`src/rtl/ctl_word_rx.sv`:
```
module ctl_word_rx #(
  parameter int WORD_W      = 8,
  parameter int SYNC_STAGES = 2
) (
  input  logic              clk,
  input  logic              rst_n,
  input  logic              sclk_in,
  input  logic              sdata_in,
  input  logic              sen_n_in,
  output logic [WORD_W-1:0] word_o,
  output logic              word_valid_o
);

  localparam int CNT_W = $clog2(WORD_W + 1);
  localparam logic [CNT_W-1:0] CNT_FULL = CNT_W'(WORD_W);
  localparam logic [CNT_W-1:0] CNT_LAST = CNT_W'(WORD_W - 1);

  logic [SYNC_STAGES-1:0] sclk_sy, data_sy, en_sy;
  logic                   sclk_d, en_d;
  logic [CNT_W-1:0]       cnt;
  logic [WORD_W-1:0]      shreg;

  always_ff @(posedge clk or negedge rst_n) begin
    if (!rst_n) begin
      sclk_sy <= '0;
      data_sy <= '0;
      en_sy   <= '1;
      sclk_d  <= 1'b0;
      en_d    <= 1'b1;
    end else begin
      sclk_sy <= {sclk_sy[SYNC_STAGES-2:0], sclk_in};
      data_sy <= {data_sy[SYNC_STAGES-2:0], sdata_in};
      en_sy   <= {en_sy[SYNC_STAGES-2:0], sen_n_in};
      sclk_d  <= sclk_sy[SYNC_STAGES-1];
      en_d    <= en_sy[SYNC_STAGES-1];
    end
  end

  wire sclk_s  = sclk_sy[SYNC_STAGES-1];
  wire data_s  = data_sy[SYNC_STAGES-1];
  wire en_low  = ~en_sy[SYNC_STAGES-1];
  wire rise    = sclk_s & ~sclk_d;
  wire en_fall = en_low & en_d;
  wire take    = en_low & rise & (cnt < CNT_FULL);
  wire [WORD_W-1:0] shifted = {shreg[WORD_W-2:0], data_s};

  always_ff @(posedge clk or negedge rst_n) begin
    if (!rst_n) begin
      cnt   <= '0;
      shreg <= '0;
    end else if (en_fall) begin
      cnt   <= rise ? CNT_W'(1) : '0;
      shreg <= rise ? WORD_W'(data_s) : '0;
    end else if (take) begin
      cnt   <= cnt + CNT_W'(1);
      shreg <= shifted;
    end
  end

  always_ff @(posedge clk or negedge rst_n) begin
    if (!rst_n) begin
      word_o       <= '0;
      word_valid_o <= 1'b0;
    end else begin
      word_valid_o <= 1'b0;
      if (!en_fall && take && cnt == CNT_LAST) begin
        word_o       <= shifted;
        word_valid_o <= 1'b1;
      end
    end
  end

  p_single_strobe_r5: assert property (@(posedge clk) disable iff (!rst_n)
    word_valid_o |=> !word_valid_o);

  p_word_hold_r10: assert property (@(posedge clk) disable iff (!rst_n)
    !word_valid_o |-> $stable(word_o));

  p_ignore_high_r3: assert property (@(posedge clk) disable iff (!rst_n)
    !en_low |=> !word_valid_o);

  p_count_sat_r7: assert property (@(posedge clk) disable iff (!rst_n)
    cnt <= CNT_FULL);

  p_commit_full_r4: assert property (@(posedge clk) disable iff (!rst_n)
    word_valid_o |-> cnt == CNT_FULL);

  p_restart_r8: assert property (@(posedge clk) disable iff (!rst_n)
    en_fall && !rise |=> cnt == '0);

endmodule

```
`config.mk`:
```
export PLATFORM = sky130hd
export DESIGN_NAME = ctl_word_rx
export DESIGN_NICKNAME = d
export VERILOG_FILES = /design/src/rtl/ctl_word_rx.sv
export SDC_FILE = /design/constraint.sdc
export NUM_CORES = 1
export LEC_CHECK = 0
export BUFFER_PORTS_ARGS = -buffer_cell sky130_fd_sc_hd__buf_4
export CAP_MARGIN = 5
export CORE_ASPECT_RATIO = 1.5
export CORE_MARGIN = 5
export CORE_UTILIZATION = 50
export DETAILED_ROUTE_END_ITERATION = 8
export GPL_TIMING_DRIVEN = 0
export PLACE_DENSITY_LB_ADDON = 0.1
export SYNTH_ARGS = -nofsm -noshare
export SYNTH_HDL_FRONTEND = slang
export SYNTH_SLANG_ARGS = --single-unit
```
`constraint.sdc`:
```
create_clock -name clk -period 4.2 [get_ports clk]
set_input_delay 0.42 -clock clk [delete_from_list [all_inputs] [get_ports clk]]
set_output_delay 0.42 -clock clk [all_outputs]
set_load 0.005 [all_outputs]
```
==> flow_metrics.py <==
metrics = {
    "routing": {
        "drt_wl_total_mm": 1.68,
        "vias": 671,
        "vias_per_cell": 5.46,
        "drc": 0,
        "dr.pass1.iters": 4,
        "routedWlPerCell_microns": 13.7,
        "drt_iter0_markers": 28,
        "antenna_left": 0,
    },
    "power": {
        "p_leak_nw": 0.604,
        "p_seq_frac": 0.590,
        "power.switching_uw": 99.5,
        "p_per_area_nw_per_um2": 392,
        "irDropWorstVdd_uv": 286,
        "clock_power_share": 0.359,
        "internal_power_uw": 386,
        "combPwrFrac": 0.051,
        "switching_share": 0.205,
    },
    "die": {
        "die_h_microns": 66.2,
        "die_width_microns": 47.4,
        "start_util": 0.519,
        "ios": 14,
        "die-area_sq_um": 3140,
        "row_count": 20,
        "coreArea_sq_um": 2030,
    },
    "synth": {
        "syn-cell-area_sq_um": 1050,
        "seq_area_frac_synth": 0.670,
        "async_flop_share": 1.00,
        "syn_inst": 83,
        "yosysTopAreaCell": "dfrtp_1",
        "synth_warnings": 0,
        "synth_nets": 89,
        "synth_edf_count": 0,
        "synth_seq_cells": 28,
        "synth_top_area_share": 0.595,
        "avgSynthCellArea_sq_um": 12.7,
        "ys_types": 24,
        "synth_area_leaders": "dfrtp_1, mux2_2, dfstp_2, nand2_1, a21oi_1",
        "ys.flop_type": "dfrtp_1",
    },
    "sta": {
        "finalCritPeriodShare": 0.443,
        "worst_pin_slew_ps": 1220,
        "fin_skew_ps": 2.31,
        "fmax_mhz": 537,
        "maxSlewViolCount": 0,
        "rsz0062_at_grt": "no",
        "post-route-min-period_ps": 1860,
        "setup_tns_ps": 0,
        "maxSlewHeadroom": 0.174,
        "hold_viol_final": 0,
        "setup_viol": 0,
    },
    "setup_path": {
        "cp-start-kind": "flop",
        "timing.rr.start": "cnt[3]",
        "crit_start": "cnt[3]",
        "arrival_ps": 2120,
        "critPathMaxFanout": 7,
        "worstSetupPathType": "reg2reg",
        "crit_path_end_kind": "flop",
        "worstPathRequired_ps": 4460,
    },
    "clocking": {
        "postCtsSetupBuffers": 0,
        "cts_tree": "yes",
        "clock_sinks": 28,
        "htreeDepth": 1,
        "cts_made_buffers": 3,
        "cts_root_buffer": "clkbuf_4",
        "clk_latency_ps": 330,
        "cts.reportedPaths.clkPinSlew_ps": 140,
        "clockBufferDepth": 2,
    },
    "global_route": {
        "grt_util_all_layers": 0.134,
        "antenna_found_initial": 0,
        "grt_start_max_net_pins": 29,
        "grt.overflow.total": 0,
        "grt_pass1_vias": 718,
        "grt_pass1_wl_mm": 3.05,
    },
    "layout": {
        "diodes": 0,
        "stdcell_count": 123,
        "nets": 108,
        "fillers": 148,
        "syn2layout_area_growth_pct": 17.9,
        "drive_above_1_share": 0.297,
    },
    "placed_design": {
        "dp_hpwl_mm": 1.18,
        "dp.cells": 118,
        "io_buffers": 13,
        "gp_congestion": 0.795,
    },
    "hold_path": {
        "hold_path_class": "in2reg",
        "worstHoldStart": "sen_n_in",
    },
    "run": {
        "max_cap_violations": 0,
    },
    "run_status": {
        "status": "complete, no violations",
    },
}
[timing repair]
action	in CTS	in global routing
gates resized for setup	0	0
hold endpoints to repair	25	0
hold buffers	1	0
[cells by family after synthesis]
family,after synthesis,share of synthesized area
mux,8,0.0857
fa+ha+maj,1,0.0119
buf+inv,6,0.0226
flops,28,0.670
simple gates,25,0.126
compound gates,15,0.0833
[layout by cell type, fill, tap and decap left out, types with 2 or more instances in the layout]
master,synthesis,routed
inv_1,4,4
dfstp_2,3,3
dfrtp_1,25,25
a21oi_1,9,9
mux2_2,8,8
o21ai_0,2,2
nand2_1,14,14
nand2b_1,2,2
buf_4,0,13
clkbuf_4,0,3
[layer usage]
metal / GRT usage / part of all wire
met2: 0.205 / 0.51
met4: 0.0657 / 0.023
met3: 0.0163 / 0.052
met1: 0.181 / 0.42
met5: 0 / 0
[path summary, 6_finish.rpt]
path,end,slack (ps),depth (start not counted)
max,shreg[6],2340,3
min,en_sy[0],180,1
max reg2reg,shreg[6],2340,3
min reg2reg,en_sy[1],370,0
max in group asynchronous,en_sy[1],3380,2
min in group asynchronous,word_o[4],520,2
[flip-flops by register name, summed over array words and instances, names as in the netlist]
name          flops
en_sy             2
sclk_sy           2
en_d              1
cnt               4
word_valid_o      1
data_sy           2
shreg             7
word_o            8
sclk_d            1
[cell type report]
type / count / area, sq um / share of cell area
Multi-Input combinational cell: 49 / 323 / 0.261
Inverter: 4 / 15.0 / 0.0121
Clock buffer: 3 / 22.5 / 0.0182
Timing Repair Buffer: 14 / 108 / 0.0869
Clock inverter: 1 / 30.0 / 0.0242
Buffer: 2 / 8.76 / 0.00707
Sequential cell: 28 / 704 / 0.569
Tap cell: 22 / 27.5 / 0.0222
[critical path: stages (launching register included)]
cell and delay, ps:
dfrtp_1 460, nor4b_1 1040, nand2_1 110, a21oi_1 180
[synthesized netlist by cell type, drive strengths merged, types with 2 or more instances]
cell type and count:
nand2b 2, a21oi 9, inv 4, nand2 14, dfrtp 25, dfstp 3, mux2 8, o21ai 2
[power by group through the flow]
stage | Clock (mW) | Sequential [mW] | Combinational, mW
2_1_floorplan | 0 | 0.290 | 0.0133
3_3_place_gp | 0 | 0.291 | 0.0232
3_5_place_dp | 0 | 0.292 | 0.0244
4_1_cts | 0.177 | 0.287 | 0.0253
5_1_grt | 0.189 | 0.288 | 0.0289
6_report | 0.174 | 0.287 | 0.0246
[per-stage QoR]
step                       util  hold slack (ps)  area (sq um)  power (mW)  worst slack [ps]
final                     0.611              179          1240       0.486              2340
after global routing      0.611              158          1240       0.505              2130
after CTS                 0.611              176          1240       0.489              2330
after detailed placement  0.580              338          1180       0.316              2360
after global placement    0.580              332          1180       0.315              2430
after floorplan               -              124          1050       0.303              2760
No activity file was read; power rests on OpenSTA's default activity.
